==> src/rtl/scl_pkg.sv <==
package scl_pkg;

    typedef enum logic [1:0] {
        ST_HUNT = 2'd0,
        ST_LOAD = 2'd1,
        ST_PASS = 2'd2
    } ld_state_e;

    typedef enum logic {
        MODE_SER_SLAVE  = 1'b0,
        MODE_UNSUPPORTED = 1'b1
    } cfg_mode_e;

    typedef struct packed {
        logic capture;
        logic forward;
    } ld_ctrl_t;

    localparam logic [2:0] MODE_CODE_SER_SLAVE = 3'b111;
    localparam logic       LINE_IDLE           = 1'b1;
    localparam logic       START_LEVEL         = 1'b0;

    function automatic cfg_mode_e decode_mode(input logic [2:0] pins);
        return (pins == MODE_CODE_SER_SLAVE) ? MODE_SER_SLAVE : MODE_UNSUPPORTED;
    endfunction

endpackage

==> src/rtl/scl_mode_dec.sv <==
module scl_mode_dec
    import scl_pkg::*;
(
    input  logic [2:0] mode_pins,
    output cfg_mode_e  mode
);
    always_comb mode = decode_mode(mode_pins);
endmodule

==> src/rtl/scl_frame_ctl.sv <==
module scl_frame_ctl
    import scl_pkg::*;
#(
    parameter int FRAME_BITS = 32,
    localparam int IW = (FRAME_BITS > 1) ? $clog2(FRAME_BITS) : 1
) (
    input  logic          clk,
    input  logic          rst,
    input  logic          en,
    input  logic          din,
    output ld_ctrl_t      ctrl,
    output logic [IW-1:0] wr_idx,
    output logic          done
);
    localparam logic [IW-1:0] LAST_IDX = IW'(FRAME_BITS - 1);

    ld_state_e     state;
    logic [IW-1:0] cnt;
    logic          last_bit;

    always_comb begin
        ctrl.capture = en && (state == ST_LOAD);
        ctrl.forward = en && (state == ST_PASS);
        last_bit     = ctrl.capture && (cnt == LAST_IDX);
        wr_idx       = cnt;
    end

    always_ff @(posedge clk) begin
        if (rst) begin
            state <= ST_HUNT;
            cnt   <= '0;
            done  <= 1'b0;
        end else if (en) begin
            unique case (state)
                ST_HUNT: if (din == START_LEVEL) state <= ST_LOAD;
                ST_LOAD: begin
                    if (last_bit) begin
                        state <= ST_PASS;
                        done  <= 1'b1;
                    end else begin
                        cnt <= cnt + 1'b1;
                    end
                end
                ST_PASS: state <= ST_PASS;
                default: state <= ST_HUNT;
            endcase
        end
    end

    AST_CNT_BOUND: assert property (@(posedge clk) disable iff (rst)
        cnt <= LAST_IDX);
    AST_FROZEN_WHEN_OFF: assert property (@(posedge clk) disable iff (rst)
        !en |=> ($stable(cnt) && $stable(state) && $stable(done)));
    AST_DONE_AFTER_LOAD: assert property (@(posedge clk) disable iff (rst)
        $rose(done) |-> $past(state) == ST_LOAD);

endmodule

==> src/rtl/scl_store.sv <==
module scl_store #(
    parameter int FRAME_BITS = 32,
    localparam int IW = (FRAME_BITS > 1) ? $clog2(FRAME_BITS) : 1
) (
    input  logic                  clk,
    input  logic                  rst,
    input  logic                  we,
    input  logic [IW-1:0]         idx,
    input  logic                  d,
    output logic [FRAME_BITS-1:0] image
);
    for (genvar i = 0; i < FRAME_BITS; i++) begin : g_cell
        always_ff @(posedge clk) begin
            if (rst)                          image[i] <= 1'b0;
            else if (we && idx == IW'(i))     image[i] <= d;
        end
    end

    AST_WRITE_IN_RANGE: assert property (@(posedge clk) disable iff (rst)
        we |-> (int'(idx) < FRAME_BITS));
endmodule

==> src/rtl/scl_fwd.sv <==
module scl_fwd
    import scl_pkg::*;
(
    input  logic clk,
    input  logic rst,
    input  logic fwd,
    input  logic din,
    output logic dout
);
    always_ff @(posedge clk) begin
        if (rst)      dout <= LINE_IDLE;
        else if (fwd) dout <= din;
    end

    AST_HOLD_UNLESS_FWD: assert property (@(posedge clk) disable iff (rst)
        !fwd |=> $stable(dout));
endmodule

==> src/rtl/serial_cfg_loader.sv <==
module serial_cfg_loader
    import scl_pkg::*;
#(
    parameter int FRAME_BITS = 32,
    localparam int IW = (FRAME_BITS > 1) ? $clog2(FRAME_BITS) : 1
) (
    input  logic                  cfg_clk,
    input  logic                  prog_n,
    input  logic [2:0]            mode_pins,
    input  logic                  din,
    output logic                  dout,
    output logic                  done,
    output logic                  serial_mode,
    output logic [FRAME_BITS-1:0] cfg_image
);
    logic          rst;
    cfg_mode_e     mode;
    ld_ctrl_t      ctrl;
    logic [IW-1:0] wr_idx;

    assign rst         = ~prog_n;
    assign serial_mode = (mode == MODE_SER_SLAVE);

    scl_mode_dec u_mode (
        .mode_pins (mode_pins),
        .mode      (mode)
    );

    scl_frame_ctl #(.FRAME_BITS(FRAME_BITS)) u_ctl (
        .clk    (cfg_clk),
        .rst    (rst),
        .en     (serial_mode),
        .din    (din),
        .ctrl   (ctrl),
        .wr_idx (wr_idx),
        .done   (done)
    );

    scl_store #(.FRAME_BITS(FRAME_BITS)) u_store (
        .clk   (cfg_clk),
        .rst   (rst),
        .we    (ctrl.capture),
        .idx   (wr_idx),
        .d     (din),
        .image (cfg_image)
    );

    scl_fwd u_fwd (
        .clk  (cfg_clk),
        .rst  (rst),
        .fwd  (ctrl.forward),
        .din  (din),
        .dout (dout)
    );

    AST_IDLE_UNTIL_DONE: assert property (@(posedge cfg_clk) disable iff (rst)
        !done |-> dout == LINE_IDLE);
    AST_IMAGE_FROZEN: assert property (@(posedge cfg_clk) disable iff (rst)
        (done && $past(done)) |-> $stable(cfg_image));
    AST_DONE_STICKY: assert property (@(posedge cfg_clk) disable iff (rst)
        done |=> done);

endmodule

==> config.mk <==
export PLATFORM = sky130hd
export DESIGN_NAME = serial_cfg_loader
export DESIGN_NICKNAME = d
export VERILOG_FILES = /design/src/rtl/scl_pkg.sv /design/src/rtl/scl_mode_dec.sv /design/src/rtl/scl_frame_ctl.sv /design/src/rtl/scl_store.sv /design/src/rtl/scl_fwd.sv /design/src/rtl/serial_cfg_loader.sv
export SDC_FILE = /design/constraint.sdc
export NUM_CORES = 1
export LEC_CHECK = 0
export BUFFER_PORTS_ARGS = -buffer_cell sky130_fd_sc_hd__buf_2
export CAP_MARGIN = 40
export CELL_PAD_IN_SITES_DETAIL_PLACEMENT = 0
export CELL_PAD_IN_SITES_GLOBAL_PLACEMENT = 2
export CORE_ASPECT_RATIO = 1.5
export CORE_UTILIZATION = 35
export DETAILED_ROUTE_END_ITERATION = 7
export GPL_ROUTABILITY_DRIVEN = 1
export PLACE_DENSITY = 0.86
export SLEW_MARGIN = 15
export SYNTH_ARGS = -nofsm -noshare
export SYNTH_HDL_FRONTEND = slang
export SYNTH_HIERARCHICAL = 1
export SYNTH_SLANG_ARGS = --single-unit
==> constraint.sdc <==
create_clock -name cfg_clk -period 3.1 [get_ports cfg_clk]
set_clock_uncertainty 0.1 [all_clocks]
set_input_delay 0 -clock cfg_clk [delete_from_list [all_inputs] [get_ports cfg_clk]]
set_output_delay 0 -clock cfg_clk [all_outputs]
set_load 0.05 [all_outputs]
Word level (Yosys, flattened, before mapping)
Index checks and enable logic that the tools add are counted.
Storage, ports and cells
  flip-flop bits (word level): 41
  output and inout port bits: 35
  logic and storage cells: 116
Operators by class
  add/subtract/negate cells: 1
  eq/ne operators: 36
  multiplexer cells: 3
  bitwise operators: 1
  reductions and logical operators: 39
Operator list (count)
  equality test 5 bit (second input constant): 16
  equality test 5 x 4 -> 1 bit (second input constant): 8
  logical AND 1 bit: 34
  equality test 5 x 3 -> 1 bit (second input constant): 4
  equality test 5 x 2 -> 1 bit (second input constant): 2
  AND reduction 3 bit: 3
  one-hot mux 2 bit (3 select lines): 1
  adder 5 x 1 -> 5 bit (second input constant): 1
  equality test 5 x 1 -> 1 bit (second input constant): 1
  zero test 5 bit: 1
  2-to-1 mux 2 bit: 2
  equality test 3 bit (second input constant): 1
  equality test 2 x 1 -> 1 bit (second input constant): 1
  equality test 2 bit (second input constant): 1
  zero test 2 bit: 1
  inequality test 2 x 1 -> 1 bit (second input constant): 1
  inequality test 2 bit (second input constant): 1
  NOT 1 bit: 1

Longest topological paths before layout
Gate-level depths: netlist of the first run.
  word-level depth: 5
  gate-level depth with buffers: 6
  depth with buffers taken out: 6

Modules after synthesis
Netlist of the first run, hierarchy kept.
Modules (own cells, without submodules)
  scl_store: instances 1, cells an instance 150, area an instance 1450.1 µm², seq. area each 640.6 µm²
  scl_frame_ctl: instances 1, cells an instance 45, area an instance 436.7 µm², seq. area each 160.2 µm²
  scl_fwd: instances 1, cells an instance 3, area an instance 35.0 µm², seq. area each 20.0 µm²
  serial_cfg_loader: instances 1, cells an instance 2, area an instance 7.5 µm², seq. area each 0.0 µm²
  scl_mode_dec: instances 1, cells an instance 1, area an instance 5.0 µm², seq. area each 0.0 µm²

Worst setup path after synthesis of the first run
OpenSTA, ideal clock, no wires.
  path type: reg2reg
  start point: register u_ctl.cnt[0], in the netlist u_ctl/wr_idx[0]
  end point: register u_ctl.cnt[3], in the netlist u_ctl/wr_idx[3]
  arrival time: 1.576 ns
  required time: 2.929 ns
  setup slack: 1.353 ns
  cell stages (with the launch flop): 7
  path buffers: 0
  clock period less this slack: 1.747 ns
  cell sequence: dfxtp_1 ha_1 and3_1 ha_1 nand3b_4 or3_1 a21oi_1
On the way
  longest elaborated chain between the ends: 4
RTL lines
  start, declared: RTL line scl_frame_ctl.sv:18  | logic [IW-1:0] cnt;
  start signal, assigned: RTL line scl_frame_ctl.sv:41  | cnt <= cnt + 1'b1;
  parallel branches: the longest is 4 deep, another holds adder 5 x 1 -> 5 bit
Several ways; the timed one is not identified.
A chain may end at the register's enable or synchronous reset.

Final worst setup path of the first run
Same ends and word-level chain as after synthesis.

==> results of run 1 <==
==> worst max-delay path, delay by kind of cell, from the launching register on <==
family | cells | cell delay, ns
adder cells (fa/ha/maj) | 2 | 0.44
flip-flops | 1 | 0.37
AO/OA/AOI/OAI | 1 | 0.14
AND/OR/NAND/NOR | 3 | 0.75
==> power by group <==
part,internal [mW],switching (mW),leakage [nW]
registers,0.527,0.000596,0.330
clock network,0.156,0.181,0.0450
logic,0.0158,0.0236,0.824
==> kinds of logic (layout without fill, tap and decap cells) <==
kind of cell / Yosys count / after routing / synth area share, %
xor gates and xnor gates: 2 / 2 / 0.906
muxes: 34 / 34 / 17.6
buffers and inverters: 14 / 55 / 3.04
and+or+nand+nor: 98 / 98 / 30.1
DFF: 41 / 41 / 42.4
AOI/OAI and AO/OA: 6 / 6 / 2.00
adders and majority gates: 6 / 6 / 3.88
==> per-stage QoR <==
step	hold slack [ns]	setup slack [ns]	cell area, um^2
after floorplan	0.0179	1.35	1930
after global placement	0.151	1.31	2190
after detailed placement	0.156	1.27	2190
after CTS	0.0988	1.24	2280
after global routing	0.146	1.11	2280
final	0.110	1.24	2280
==> how the worst min path moves through the flow <==
stage	slack [ns]	end	cells after the start
finish	0.11	u_ctl/state[0]$_SDFFE_PP0P_	5
global route	0.15	u_ctl/state[1]$_SDFFE_PP0P_	5
CTS	0.1	u_ctl/state[0]$_SDFFE_PP0P_	5
detailed placement	0.16	u_fwd/dout$_SDFFE_PP1P_	2
global placement	0.15	u_fwd/dout$_SDFFE_PP1P_	2
floorplan	0.02	u_fwd/dout$_SDFFE_PP1P_	1
==> synth_stat cells <==
cell type | n | area, um^2
a211o_1 | 1 | 8.76
a21oi_1 | 2 | 10.0
and2_1 | 1 | 6.26
and2_2 | 2 | 15.0
and3_1 | 1 | 6.26
and3_2 | 1 | 7.51
and4_1 | 1 | 8.76
and4b_1 | 3 | 30.0
and4bb_1 | 3 | 37.5
buf_2 | 5 | 25.0
clkbuf_1 | 5 | 18.8
dfxtp_1 | 41 | 821
ha_1 | 6 | 75.1
inv_1 | 4 | 15.0
mux2i_1 | 34 | 340
nand2_1 | 33 | 124
nand2b_1 | 34 | 213
nand3_1 | 2 | 10.0
nand3b_4 | 1 | 20.0
nand4_1 | 2 | 12.5
nand4b_1 | 1 | 8.76
nor2_1 | 6 | 22.5
nor2b_1 | 5 | 31.3
nor4b_4 | 1 | 23.8
o21ai_0 | 1 | 5.00
o31ai_1 | 2 | 15.0
or3_1 | 1 | 6.26
xor2_1 | 2 | 17.5
==> state kept, by name (all words and copies together) (netlist names) <==
register / flops
u_ctl/state: 2
u_fwd/dout: 1
u_store/image: 32
u_ctl/done: 1
u_ctl/wr_idx: 5
==> timing repair <==
| action | in CTS | in global routing |
|---|---|---|
| setup endpoints to repair | 0 | 0 |
| endpoints found under the hold margin | 3 | 0 |
| hold buffers | 1 | 0 |
==> cell type report <==
class,instances,area share (%)
well taps,68,3.73
flip-flops and latches,41,35.9
clock inverters,2,0.438
clock buffers,6,3.18
inverters,4,0.658
multi-input cells,146,46.2
repair buffers,43,9.86
==> per-layer routing <==
layer | global-route usage, % | routed length (um) | up-vias
met2 | 26.8 | 2080 | 31
met3 | 3.29 | 138 | 4
met4 | 6.98 | 49 | 0
met1 | 17.0 | 1780 | 696
met5 | 0 | 0 | -
li1 | - | - | 745
==> metrics.csv, run 1 <==
metric,value,unit
drv_cap,0,
cts_made_buffers,5,
synth_nets,213,
area_growth,18.0,%
ys_warn_count,6,
clock-sinks,41,
final_layout_size_suffix_gt1_share,22.3,%
setup_tns,0,ns
hold_violations,0,
relSlewSlack,48.4,%
clockBufferDepth,2,
seq_area_frac_synth,42.4,%
vias,1476,
grt_max_degree,45,
fmax,537,MHz
wirelength,4050,um
crit_chain,ha_1 > and3_1 > ha_1 > nand3b_4 > or3_1 > a21oi_1,
r2r_start,u_ctl/wr_idx[0]$_SDFFE_PP0P_,
instances_no_fill,310,
drc_errors,0,
critPathSlowestCell,dfxtp_1,
crit_path_max_incr_delay,0.37,ns
hold_path.class,in2reg,
tightest_slew,0.772,ns
required,3.22,ns
die_x,62.7,um
wl_per_cell,13.1,um
dp.cells,301,
p_leak,1.20,nW
min_period,1.86,ns
layout_commonest_cell,dfxtp_1,
antenna_left,0,
fill_cells,543,
slew_violations,0,
crit_arrival,1.98,ns
synth_seq_cells,41,
multiInputGateArea,1050,um^2
ios,41,
io_buffers,40,
pwr_density_cell,396,nW/um^2
cts_resized,0,
drtIter0Drc,82,
r2r-end,u_ctl/wr_idx[3]$_SDFFE_PP0P_,
grt_antenna_before_repair,0,
critPathLaunch,u_ctl/wr_idx[0]$_SDFFE_PP0P_,
die_y,93.1,um
rsz0062_at_grt,no,
worstSetupPathType,reg2reg,
grt_pass1_wl,6830,um
grt_pass1_vias,1467,
initial_core_util,36.9,%
finalSetupViolCount,0,
irDropWorstVdd,229,uV
crit_fanout,7,
hp-start,mode_pins[0],
grt_usage,15.1,%
antenna-diode-count,0,
firstDrtPassIters,4,
coreArea,5250,um^2
crit_top_cell,ha_1,
grt_overflow,0,
viasPerCell,4.76,
min_period_over_period,60.1,%
cp-end-kind,register,
rows,32,
clock_latency,0.29,ns
cts_setup_buffers,0,
place.gp.congestion,0.709,
cts_root_buf,clkbuf_8,
status,finished clean,
final_util,43.5,%
seqCellArea,821,um^2
synthCells,201,
finalPower,0.904,mW
synth.distinct_cells,28,
reg2reg_slack,1.24,ns
r2r_cells,6,
crit_path_start_kind,register,
clkTransAtPathRegs,0.08,ns
syn_avg_cell_area,9.62,um^2
crit_end,u_ctl/wr_idx[3]$_SDFFE_PP0P_,
final_cell_mix,"dfxtp_1, buf_2, nand2b_1, mux2i_1, nand2_1",
fin_nets,253,
dp_hpwl,2650,um
netlist_area,1930,um^2
cts_tree,done,
htreeDepth,2,
dieArea,5830,um^2
Power figures use the tool's default switching activity.
==> inputs of run 2 (changes only) <==
- ABC_AREA: not set -> 1
- CORE_UTILIZATION: 35 -> 29
- PLACE_DENSITY: 0.86 -> 0.83
- clock period: 3.1 -> 1.8 ns (I/O delays scaled with it)
==> run 2 against run 1 <==
- clock power increased by 120%
- worst setup slack got worse by 1.1 ns
- non-clock buffer count increased by 10
- final cell count increased by 62%
- sequential share of layout area decreased by 5.4 points
- highest routed layer unchanged
==> metrics.csv, run 2 <==
metric,value,unit,change
fill_cells,851,,+57%
cts_root_buf,clkbuf_8,,
viasPerCell,4.32,,-9.4%
layout_commonest_cell,nand2_1,,
crit_top_cell,nand2_1,,
dp_hpwl,4070,um,+54%
fin_nets,413,,+63%
pwr_density_cell,644,nW/um^2,+63%
syn_avg_cell_area,6.17,um^2,-36%
firstDrtPassIters,4,,unchanged
hold_violations,0,,unchanged
dieArea,7840,um^2,+34%
crit_path_start_kind,register,,
irDropWorstVdd,251,uV,+9.6%
setup_tns,0,ns,unchanged
clkTransAtPathRegs,0.08,ns,about the same
synth_top_area_cell,dfxtp_1,,
synthCells,352,,+75%
rsz0062_at_grt,no,,
crit_path_max_incr_delay,0.35,ns,-0.02 ns
relSlewSlack,69.9,%,+21 points
status,finished clean,,
vias,2162,,+46%
grt_overflow,0,,unchanged
antenna-diode-count,0,,unchanged
antenna_left,0,,unchanged
drv_cap,0,,unchanged
yosysMostFrequentCell,nand2_1,,
ys_warn_count,6,,unchanged
finalPower,1.73,mW,+91%
met2_wirelength,2860,um,+38%
synthTopCellsByArea,"dfxtp_1, nand2_1, nor2_1, inv_1, nand3_1",,
largest_reg_flops,32,,unchanged
hold_path.class,in2reg,,
synth_seq_cells,41,,unchanged
clockBufferDepth,2,,unchanged
cp_num_buf_inv,4,,+4
p_leak,1.35,nW,+13%
instances_no_fill,501,,+62%
cp-end-kind,register,,
tightest_slew,0.451,ns,-0.321 ns
final_cell_mix,"nand2_1, nor2_1, inv_1",,
final_layout_size_suffix_gt1_share,17.7,%,-4.6 points
dr.max_layer_used,met4,,
multiInputGateArea,1040,um^2,-1.5%
worstSetupPathType,reg2reg,,
cts_made_buffers,5,,unchanged
cts_tree,done,,
ios,41,,unchanged
io_buffers,40,,unchanged
fmax,617,MHz,+15%
min_period_over_period,90.1,%,+30 points
wl_met3,208,um,+51%
wl_per_cell,10.8,um,-18%
die_y,108,um,+16%
seq_area_frac_synth,37.8,%,-4.6 points
synth_nets,364,,+71%
synthTopCellsByCount,"nand2_1, nor2_1, inv_1",,
netlist_area,2170,um^2,+12%
coreArea,7230,um^2,+38%
grt_pass1_wl,8660,um,+27%
place.gp.congestion,0.755,,+6.4%
initial_core_util,30.0,%,-6.8 points
crit_chain,inv_1 > ha_1 > nand2_1 > inv_1 > nand2_1 > clkinv_1 > buf_12 > nand3_1 > nand2_1 > nand2_1 > nor2_1,,
critPathSlowestCell,dfxtp_1,,
rows,38,,+19%
slew_violations,0,,unchanged
async_reset_ff_share,0,%,unchanged
crit_fanout,23,,+16
synth_ff_type,dfxtp_1,,
die_x,72.6,um,+16%
finalSetupViolCount,0,,unchanged
grt_max_degree,24,,-47%
required,1.90,ns,-1.32 ns
dp.cells,493,,+64%
drtIter0Drc,72,,-12%
wl_met1,2230,um,+25%
area_growth,23.9,%,
synth.distinct_cells,20,,-29%
grt_pass1_vias,1915,,+31%
min_period,1.62,ns,-0.241 ns
grt_antenna_before_repair,0,,unchanged
crit_arrival,1.72,ns,-0.26 ns
clock_latency,0.29,ns,about the same
cts_setup_buffers,0,,unchanged
grt_usage,14.5,%,-0.58 points
critical-path-top-delay-family,buffers and inverters,,
synth_edf_count,0,,unchanged
wirelength,5400,um,+33%
final_util,37.2,%,-6.3 points
htreeDepth,2,,unchanged
synth_top_area_share,37.8,%,-4.6 points
seqCellArea,821,um^2,unchanged
clock-sinks,41,,unchanged
largest_register,u_store/image,,
drc_errors,0,,unchanged
[run 2: cell types whose count changed after synthesis, sizes merged, moves of 3 or more]
cell,before,now
and4b,3,0
nand2b,34,0
inv,4,67
nor2,6,76
nand3,2,49
a21oi,2,8
mux2i,34,0
and4bb,3,0
and2,3,0
nor2b,5,0
nand2,33,90
[run 2: per-layer routing]
| metal | vias to the layer above | GRT usage (%) |
|---|---|---|
| li1 | 1143 | - |
| met1 | 959 | 14.9 |
| met2 | 50 | 27.8 |
| met3 | 10 | 2.89 |
| met4 | 0 | 6.02 |
| met5 | - | 0 |
[run 2: worst paths after layout]
path	from	end	slack, ns	cells after the start
setup reg to reg	u_ctl/state[1]$_SDFFE_PP0P_	u_store/image[17]$_SDFFE_PP0P_	0.18	11
setup / recovery	u_ctl/state[1]$_SDFFE_PP0P_	u_store/image[17]$_SDFFE_PP0P_	0.18	11
hold / removal	din	u_store/image[18]$_SDFFE_PP0P_	0.009	3
hold reg to reg	u_ctl/done$_SDFFE_PP0P_	u_ctl/done$_SDFFE_PP0P_	0.37	1
[run 2: worst reg2reg max path, delay by kind of cell (launching register included)]
| kind | cells | cell delay, ns |
|---|---|---|
| buffers and inverters | 4 | 0.47 |
| and+or+nand+nor | 6 | 0.40 |
| DFF | 1 | 0.35 |
| adders and majority gates | 1 | 0.20 |
[run 2: area by class of cell]
| class | count | share of cell area (%) |
|---|---|---|
| multi-input cells | 232 | 38.6 |
| well taps | 100 | 4.65 |
| clock inverters | 2 | 1.30 |
| repair buffers | 53 | 12.8 |
| inverters | 68 | 9.49 |
| flip-flops and latches | 41 | 30.5 |
| clock buffers | 5 | 2.56 |
[run 2: power breakdown]
part	switching [mW]	total, mW	leakage (nW)	internal, mW
clock	0.327	0.731	0.0540	0.403
sequential	0.00179	0.910	0.330	0.908
combinational	0.0594	0.0907	0.966	0.0313
total	0.388	1.73	1.35	1.34
[run 2: cell families after synthesis]
kind of cell / Yosys count / share of synthesized area, %
XOR/XNOR: 1 / 0.404
AO/OA/AOI/OAI: 10 / 2.71
flip-flops: 41 / 37.8
adder cells (fa/ha/maj): 6 / 3.46
AND/OR/NAND/NOR: 215 / 41.2
buffers and inverters: 79 / 14.5
[run 2: what timing repair did]
item | CTS | global route
endpoints found under the setup margin | 0 | 2
hold buffers | 1 | 0
hold endpoints to repair | 4 | 0
resized for setup | 0 | 1
[run 2: through the flow]
step	hold WS, ns	instance area [um^2]	worst slack (ns)
after floorplan	0.0276	2170	0.176
after global placement	0.241	2540	0.205
after detailed placement	0.246	2570	0.163
after CTS	0.0148	2690	0.147
after global routing	0.0180	2690	0.0265
final	0.00933	2690	0.178
